$ cat src/rtl/fsq_pkg.sv
package fsq_pkg;
    localparam int unsigned FP_W  = 32;
    localparam int unsigned OPC_W = 3;
    localparam int unsigned RM_W  = 2;
    localparam logic [OPC_W-1:0] OPC_MUL  = 3'b010;
    localparam logic [OPC_W-1:0] OPC_ROOT = 3'b100;

    typedef enum logic [2:0] {
        ST_IDLE,
        ST_MUL_GO,
        ST_MUL_WAIT,
        ST_ROOT_GO,
        ST_ROOT_WAIT,
        ST_DONE
    } seq_state_e;
endpackage

$ cat src/rtl/fsq_ready_gate.sv
module fsq_ready_gate (
    input  logic clk,
    input  logic rst,
    input  logic issue_i,
    input  logic waiting_i,
    input  logic ready_i,
    output logic complete_o
);
    logic armed_q;

    // Armed only after ready has been observed low following the latest start.
    always_ff @(posedge clk) begin
        if (rst) begin
            armed_q <= 1'b0;
        end else if (issue_i) begin
            armed_q <= 1'b0;
        end else if (waiting_i && !ready_i) begin
            armed_q <= 1'b1;
        end
    end

    assign complete_o = waiting_i && ready_i && armed_q;

    // the cycle right after a start can never count as completion
    p_no_stale_r5: assert property (@(posedge clk) disable iff (rst)
        issue_i |=> !complete_o);
endmodule

$ cat src/rtl/fsq_ctrl_fsm.sv
module fsq_ctrl_fsm
    import fsq_pkg::*;
(
    input  logic       clk,
    input  logic       rst,
    input  logic       go_i,
    input  logic       complete_i,
    output seq_state_e state_o,
    output logic       issue_o,
    output logic       waiting_o,
    output logic       root_phase_o,
    output logic       load_in_o,
    output logic       load_prod_o,
    output logic       load_res_o,
    output logic       busy_o,
    output logic       done_o
);
    seq_state_e state_q, state_d;

    always_comb begin
        state_d = state_q;
        unique case (state_q)
            ST_IDLE:      if (go_i) state_d = ST_MUL_GO;
            ST_MUL_GO:    state_d = ST_MUL_WAIT;
            ST_MUL_WAIT:  if (complete_i) state_d = ST_ROOT_GO;
            ST_ROOT_GO:   state_d = ST_ROOT_WAIT;
            ST_ROOT_WAIT: if (complete_i) state_d = ST_DONE;
            ST_DONE:      state_d = ST_IDLE;
            default:      state_d = ST_IDLE;
        endcase
    end

    always_ff @(posedge clk) begin
        if (rst) state_q <= ST_IDLE;
        else     state_q <= state_d;
    end

    always_comb begin
        issue_o      = 1'b0;
        waiting_o    = 1'b0;
        root_phase_o = 1'b0;
        load_in_o    = 1'b0;
        load_prod_o  = 1'b0;
        load_res_o   = 1'b0;
        busy_o       = 1'b1;
        done_o       = 1'b0;
        unique case (state_q)
            ST_IDLE: begin
                busy_o    = 1'b0;
                load_in_o = go_i;
            end
            ST_MUL_GO:   issue_o = 1'b1;
            ST_MUL_WAIT: begin
                waiting_o   = 1'b1;
                load_prod_o = complete_i;
            end
            ST_ROOT_GO: begin
                issue_o      = 1'b1;
                root_phase_o = 1'b1;
            end
            ST_ROOT_WAIT: begin
                waiting_o    = 1'b1;
                root_phase_o = 1'b1;
                load_res_o   = complete_i;
            end
            ST_DONE: begin
                root_phase_o = 1'b1;
                done_o       = 1'b1;
            end
            default: busy_o = 1'b0;
        endcase
    end

    assign state_o = state_q;

    p_start_one_r3: assert property (@(posedge clk) disable iff (rst)
        issue_o |=> !issue_o);
    p_done_one_r7: assert property (@(posedge clk) disable iff (rst)
        done_o |=> !done_o);
    p_busy_start_r11: assert property (@(posedge clk) disable iff (rst)
        (issue_o || waiting_o || done_o) |-> busy_o);
endmodule

$ cat src/rtl/fsq_datapath.sv
module fsq_datapath #(
    parameter int unsigned DATA_W = 32,
    parameter int unsigned OPC_W  = 3,
    parameter int unsigned RM_W   = 2,
    parameter logic [OPC_W-1:0] OPC_MUL  = 3'b010,
    parameter logic [OPC_W-1:0] OPC_ROOT = 3'b100
) (
    input  logic              clk,
    input  logic              rst,
    input  logic              load_in_i,
    input  logic              load_prod_i,
    input  logic              load_res_i,
    input  logic              root_phase_i,
    input  logic [DATA_W-1:0] a_i,
    input  logic [DATA_W-1:0] b_i,
    input  logic [RM_W-1:0]   rm_i,
    input  logic [DATA_W-1:0] res_i,
    output logic [DATA_W-1:0] opa_o,
    output logic [DATA_W-1:0] opb_o,
    output logic [OPC_W-1:0]  op_o,
    output logic [RM_W-1:0]   rm_o,
    output logic [DATA_W-1:0] y_o
);
    logic [DATA_W-1:0] a_q, b_q, prod_q, y_q;
    logic [RM_W-1:0]   rm_q;

    always_ff @(posedge clk) begin
        if (rst) begin
            a_q  <= '0;
            b_q  <= '0;
            rm_q <= '0;
        end else if (load_in_i) begin
            a_q  <= a_i;
            b_q  <= b_i;
            rm_q <= rm_i;
        end
    end

    always_ff @(posedge clk) begin
        if (rst)              prod_q <= '0;
        else if (load_prod_i) prod_q <= res_i;
    end

    always_ff @(posedge clk) begin
        if (rst)             y_q <= '0;
        else if (load_res_i) y_q <= res_i;
    end

    always_comb begin
        if (root_phase_i) begin
            opa_o = prod_q;
            opb_o = '0;
            op_o  = OPC_ROOT;
        end else begin
            opa_o = a_q;
            opb_o = b_q;
            op_o  = OPC_MUL;
        end
    end

    assign rm_o = rm_q;
    assign y_o  = y_q;

    // result register only moves at a root completion
    p_y_hold_r7: assert property (@(posedge clk) disable iff (rst)
        !load_res_i |=> $stable(y_q));
endmodule

$ cat src/rtl/fmul_root_seq.sv
module fmul_root_seq
    import fsq_pkg::*;
#(
    parameter int unsigned DATA_W = FP_W,
    parameter int unsigned OPW    = OPC_W,
    parameter int unsigned RMW    = RM_W
) (
    input  logic              clk,
    input  logic              rst,
    input  logic              go_i,
    input  logic [DATA_W-1:0] a_i,
    input  logic [DATA_W-1:0] b_i,
    input  logic [RMW-1:0]    rmode_i,
    output logic [DATA_W-1:0] y_o,
    output logic              done_o,
    output logic              busy_o,
    output logic              fpu_start_o,
    output logic [DATA_W-1:0] fpu_opa_o,
    output logic [DATA_W-1:0] fpu_opb_o,
    output logic [OPW-1:0]    fpu_op_o,
    output logic [RMW-1:0]    fpu_rmode_o,
    input  logic [DATA_W-1:0] fpu_res_i,
    input  logic              fpu_ready_i
);
    seq_state_e state;
    logic issue, waiting, root_phase, load_in, load_prod, load_res, complete;

    fsq_ctrl_fsm u_fsm (
        .clk         (clk),
        .rst         (rst),
        .go_i        (go_i),
        .complete_i  (complete),
        .state_o     (state),
        .issue_o     (issue),
        .waiting_o   (waiting),
        .root_phase_o(root_phase),
        .load_in_o   (load_in),
        .load_prod_o (load_prod),
        .load_res_o  (load_res),
        .busy_o      (busy_o),
        .done_o      (done_o)
    );

    fsq_ready_gate u_gate (
        .clk       (clk),
        .rst       (rst),
        .issue_i   (issue),
        .waiting_i (waiting),
        .ready_i   (fpu_ready_i),
        .complete_o(complete)
    );

    fsq_datapath #(
        .DATA_W  (DATA_W),
        .OPC_W   (OPW),
        .RM_W    (RMW),
        .OPC_MUL (OPW'(OPC_MUL)),
        .OPC_ROOT(OPW'(OPC_ROOT))
    ) u_dp (
        .clk         (clk),
        .rst         (rst),
        .load_in_i   (load_in),
        .load_prod_i (load_prod),
        .load_res_i  (load_res),
        .root_phase_i(root_phase),
        .a_i         (a_i),
        .b_i         (b_i),
        .rm_i        (rmode_i),
        .res_i       (fpu_res_i),
        .opa_o       (fpu_opa_o),
        .opb_o       (fpu_opb_o),
        .op_o        (fpu_op_o),
        .rm_o        (fpu_rmode_o),
        .y_o         (y_o)
    );

    assign fpu_start_o = issue;

    // operation inputs frozen while an operation is outstanding
    p_hold_r4: assert property (@(posedge clk) disable iff (rst)
        (state == ST_MUL_WAIT || state == ST_ROOT_WAIT)
        |-> ($stable(fpu_opa_o) && $stable(fpu_op_o) && $stable(fpu_rmode_o)));
    // rounding mode cannot move once a computation is under way
    p_mode_fixed_r8: assert property (@(posedge clk) disable iff (rst)
        busy_o |=> $stable(fpu_rmode_o));
    // idle means not busy
    p_idle_free_r11: assert property (@(posedge clk) disable iff (rst)
        (state == ST_IDLE) |-> !busy_o);
endmodule

$ cat config.mk
export PLATFORM = sky130hd
export DESIGN_NAME = fmul_root_seq
export DESIGN_NICKNAME = d
export VERILOG_FILES = /design/src/rtl/fsq_pkg.sv /design/src/rtl/fsq_ready_gate.sv /design/src/rtl/fsq_ctrl_fsm.sv /design/src/rtl/fsq_datapath.sv /design/src/rtl/fmul_root_seq.sv
export SDC_FILE = /design/constraint.sdc
export NUM_CORES = 1
export LEC_CHECK = 0
export CAP_MARGIN = 20
export CORE_ASPECT_RATIO = 1.2
export CORE_MARGIN = 3
export CORE_UTILIZATION = 45
export DETAILED_ROUTE_END_ITERATION = 10
export HOLD_SLACK_MARGIN = 0.02
export PLACE_DENSITY = 0.8
export SETUP_SLACK_MARGIN = 0.02
export SYNTH_ARGS = -nofsm -noshare
export SYNTH_HDL_FRONTEND = slang
export SYNTH_SLANG_ARGS = --single-unit
$ cat constraint.sdc
create_clock -name clk -period 2.33 [get_ports clk]
set_clock_uncertainty 0.1 [all_clocks]
set_input_delay 0.3495 -clock clk [delete_from_list [all_inputs] [get_ports clk]]
set_output_delay 0.3495 -clock clk [all_outputs]
set_load 0.1 [all_outputs]
==> out/qor.csv <==
stage;metric;value;unit
pwr;ir_worst_vdd;546;µV
place;routabilityCongestion;0.809;
run_status;violations;setup timing;
setup_path;cp.arrival;2010;ps
place;dpl.hpwl;12.0;mm
setup_path;cp-start-kind;flop;
routing;via_per_inst;5.13;
synth;muxShareOfSynthArea;0.172;
run;max_cap_viol_count;0;
setup_path;path_max_fanout;14;
synth;synth_compound_area_frac;0.0648;
synth;synth_simple_gate_area_frac;0.245;
clocking;cts_hold_buf;0;
cells_and_area;n_antenna_cell;0;
grt;grt_overflow;0;
sta;report.final.slew_viol_count;0;
cells_and_area;area_growth;64.0;%
setup_path;rr_startpoint;u_fsm.state_o[2]$_SDFFE_PP0P_;
clocking;clockRootBuffer;clkbuf_16;
pwr;p_comb_frac;0.286;
synth;synthTopCellsByCount;dfxtp_1 (134), nand2_1 (133), nand2b_1 (97), a21oi_1 (68), mux2i_1 (64);
sta;hold_slack;314;ps
pwr;p_leak;4.08;nW
sta;fmax;0.407;GHz
grt;grt_pass1_wl;27.4;mm
place;io_buffers;204;
synth;synth_edf_count;0;
synth;ys.flop_type;dfxtp_1;
synth;synth_cell_types;28;
routing;dr.pass1.iters;6;
setup_path;path_class;flop to primary output;
cells_and_area;final_net_count;942;
synth;synth_warnings;0;
floorplanning;initial_utilization;0.471;
clocking;clockBufferDepth;2;
synth;synth_area_leaders;dfxtp_1 (46%), mux2i_1 (11%), nand2b_1 (10%);
routing;met2WireLength;9.50;mm
cells_and_area;fillerInstances;831;
grt;gr-usage-all-layers;0.248;
pwr;p_clk_frac;0.379;
grt;antenna_found_initial;0;
place;place_inst;964;
synth;synth_seq_cells;134;
setup_path;r2r-end;u_dp.a_q[31]$_SDFFE_PP0P_;
synth;avgSynthCellArea;9.19;µm²
sta;setup_viol_count_final;61;
setup_path;critPathRequiredTime;1880;ps
grt;grt_max_degree;71;
pwr;p_sw;2.37;mW
sta;final.min_clock_period;2460;ps
routing;met3_length;1.11;mm
setup_path;end_kind;primary output;
sta;final.setup.worst_slack;-129;ps
sta;finalHoldViolations;0;
pwr;p_sw_frac;0.324;
clocking;numCtsBuffers;17;
run_status;status;finished, violations left;
floorplanning;die_y;131;µm
synth;synth.most_common_cell;dfxtp_1;
sta;grt_setup_unrepaired;true;
synth;synth-xor-area-share;0.00150;
synth;syn_inst;634;
routing;routed_wirelength;17.7;mm
clocking;clkLatencyLatePin;410;ps
synth;synth_top_family_by_area;simple AND/OR/NAND/NOR gates;
floorplanning;io_pins;206;
grt;grt_pass1_vias;5519;
synth;synthAdderAreaFrac;0;
clocking;htree_levels;4;
routing;wl_met1;6.58;mm
pwr;power.density;766;mW/mm²
routing;ant_nets;0;
hold_path;hp-start;rst;
routing;route.top_layer_used;met4;
pwr;p_seq_frac;0.335;
setup_path;r2r_cells;6;
synth;synth_nets;736;
pwr;total_power;7.33;mW
pwr;internal-power;4.95;mW
cells_and_area;finalNonFillerCells;1014;
routing;wire_per_inst;17.5;µm
synth;synth_area_leader_cell;dfxtp_1;
clocking;cts_sinks;134;
setup_path;r2r_slack;390;ps
clocking;cts_tree;done;
routing;drc;0;
floorplanning;fp-row-count;44;
routing;vias;5203;
floorplanning;core_area;0.0124;mm²
sta;finalCritPeriodShare;1.06;
synth;yosysTopAreaCellShare;0.460;
sta;tns;-4890;ps
hold_path;hold_depth;2;
synth;synth_area;0.00583;mm²
hold_path;min_to;u_dp.a_q[10]$_SDFFE_PP0P_;
synth;synthArstFlopShare;0;
floorplanning;die_x;110;µm
routing;drtIter0Drc;193;
floorplanning;dieArea;0.0144;mm²
synth;yosysSeqAreaShare;0.460;
cells_and_area;final_layout_size_suffix_gt1_frac;0.287;
hold_path;hold_class;input port to flop;
clocking;cts.clk_slew.worst_paths;60;ps
==> critical path, cell delays in order, from the launching register on <==
cell and delay, ps:
dfxtp_4 350, and2b_2 240, a21oi_4 190, buf_4 150
buf_12 160, mux2_4 330, buf_12 170
==> final cells by class <==
class | count | area, µm² | share of cell area
multi-input cells | 448 | 3030 | 0.317
repair buffers | 238 | 3020 | 0.316
flip-flops and latches | 134 | 2690 | 0.281
clock buffers | 17 | 425 | 0.0445
well taps | 161 | 201 | 0.0211
clock inverters | 15 | 191 | 0.0200
inverters | 1 | 3.75 | 0.000393
==> how the worst max path moves through the flow <==
stage / startpoint / to / slack, ps / depth (start not counted)
finish: u_fsm.state_o[2]$_SDFFE_PP0P_ / fpu_opa_o[29] / -130 / 6
global placement: fpu_ready_i / u_dp.prod_q[28]$_SDFFE_PP0P_ / 210 / 5
CTS: u_fsm.state_o[2]$_SDFFE_PP0P_ / fpu_opa_o[6] / -150 / 7
floorplan: u_fsm.state_o[2]$_SDFFE_PP0P_ / fpu_opb_o[1] / -120 / 6
detailed placement: u_fsm.state_o[2]$_SDFFE_PP0P_ / fpu_opa_o[8] / 130 / 5
global route: u_fsm.state_o[2]$_SDFFE_PP0P_ / fpu_opa_o[21] / -190 / 6
==> power by group through the flow <==
stage	Combinational [mW]	Clock (mW)	Sequential, mW
after floorplan	1.23	0	2.50
after global placement	1.95	0	2.49
after detailed placement	1.98	0	2.50
after CTS	2.09	2.81	2.45
after global routing	2.18	2.93	2.46
final	2.10	2.77	2.45
==> through the flow <==
step	area, µm²	utilization	worst slack, ps
global route	9560	0.772	-189
finish	9560	0.772	-129
detailed placement	8580	0.692	126
CTS	9520	0.769	-154
global placement	8580	0.692	212
floorplan	5880	-	-124
==> placed cells by master, fill, tap and decap left out, types with 2 or more instances in the layout <==
| cell type | count |
|---|---|
| dfxtp_4 | 2 |
| dfxtp_1 | 132 |
| nand2_1 | 133 |
| clkinvlp_4 | 3 |
| mux2_4 | 32 |
| and2_4 | 20 |
| nor3_1 | 2 |
| buf_4 | 60 |
| and2b_2 | 2 |
| clkbuf_16 | 17 |
| nor2_1 | 3 |
| and2_2 | 12 |
| bufinv_16 | 3 |
| buf_12 | 76 |
| clkdlybuf4s50_1 | 100 |
| inv_6 | 7 |
| a21oi_1 | 67 |
| nor4b_4 | 2 |
| nand2b_1 | 97 |
| mux2i_1 | 64 |
| clkinv_4 | 2 |
==> timing repair <==
item | 4_1_cts | 5_1_grt
gates cloned | 2 | 0
hold endpoints to repair | 0 | 0
setup buffers | 11 | 7
resized for setup | 51 | 8
pin swaps | 3 | 1
endpoints found under the setup margin | 65 | 60
==> kinds of logic after synthesis <==
| logic type | count (synthesis) |
|---|---|
| muxes | 96 |
| buffers and inverters | 52 |
| DFF | 134 |
| other | 1 |
| xor gates and xnor gates | 1 |
| and+or+nand+nor | 277 |
| AOI/OAI and AO/OA | 73 |
==> flip-flops by register name, summed over array words and instances, names as in the netlist <==
signal / count
u_dp.a_q: 32
u_dp.b_q: 32
u_dp.prod_q: 32
u_dp.y_o: 32
u_fsm.state_o: 3
u_dp.rm_o: 2
u_gate.armed_q: 1
==> routing by layer <==
metal | up-vias | GRT usage
met5 | - | 0
met4 | 0 | 0.105
met3 | 39 | 0.0614
met2 | 190 | 0.459
met1 | 2494 | 0.266
li1 | 2480 | -
Note: power is estimated with default switching activity, not from simulation.
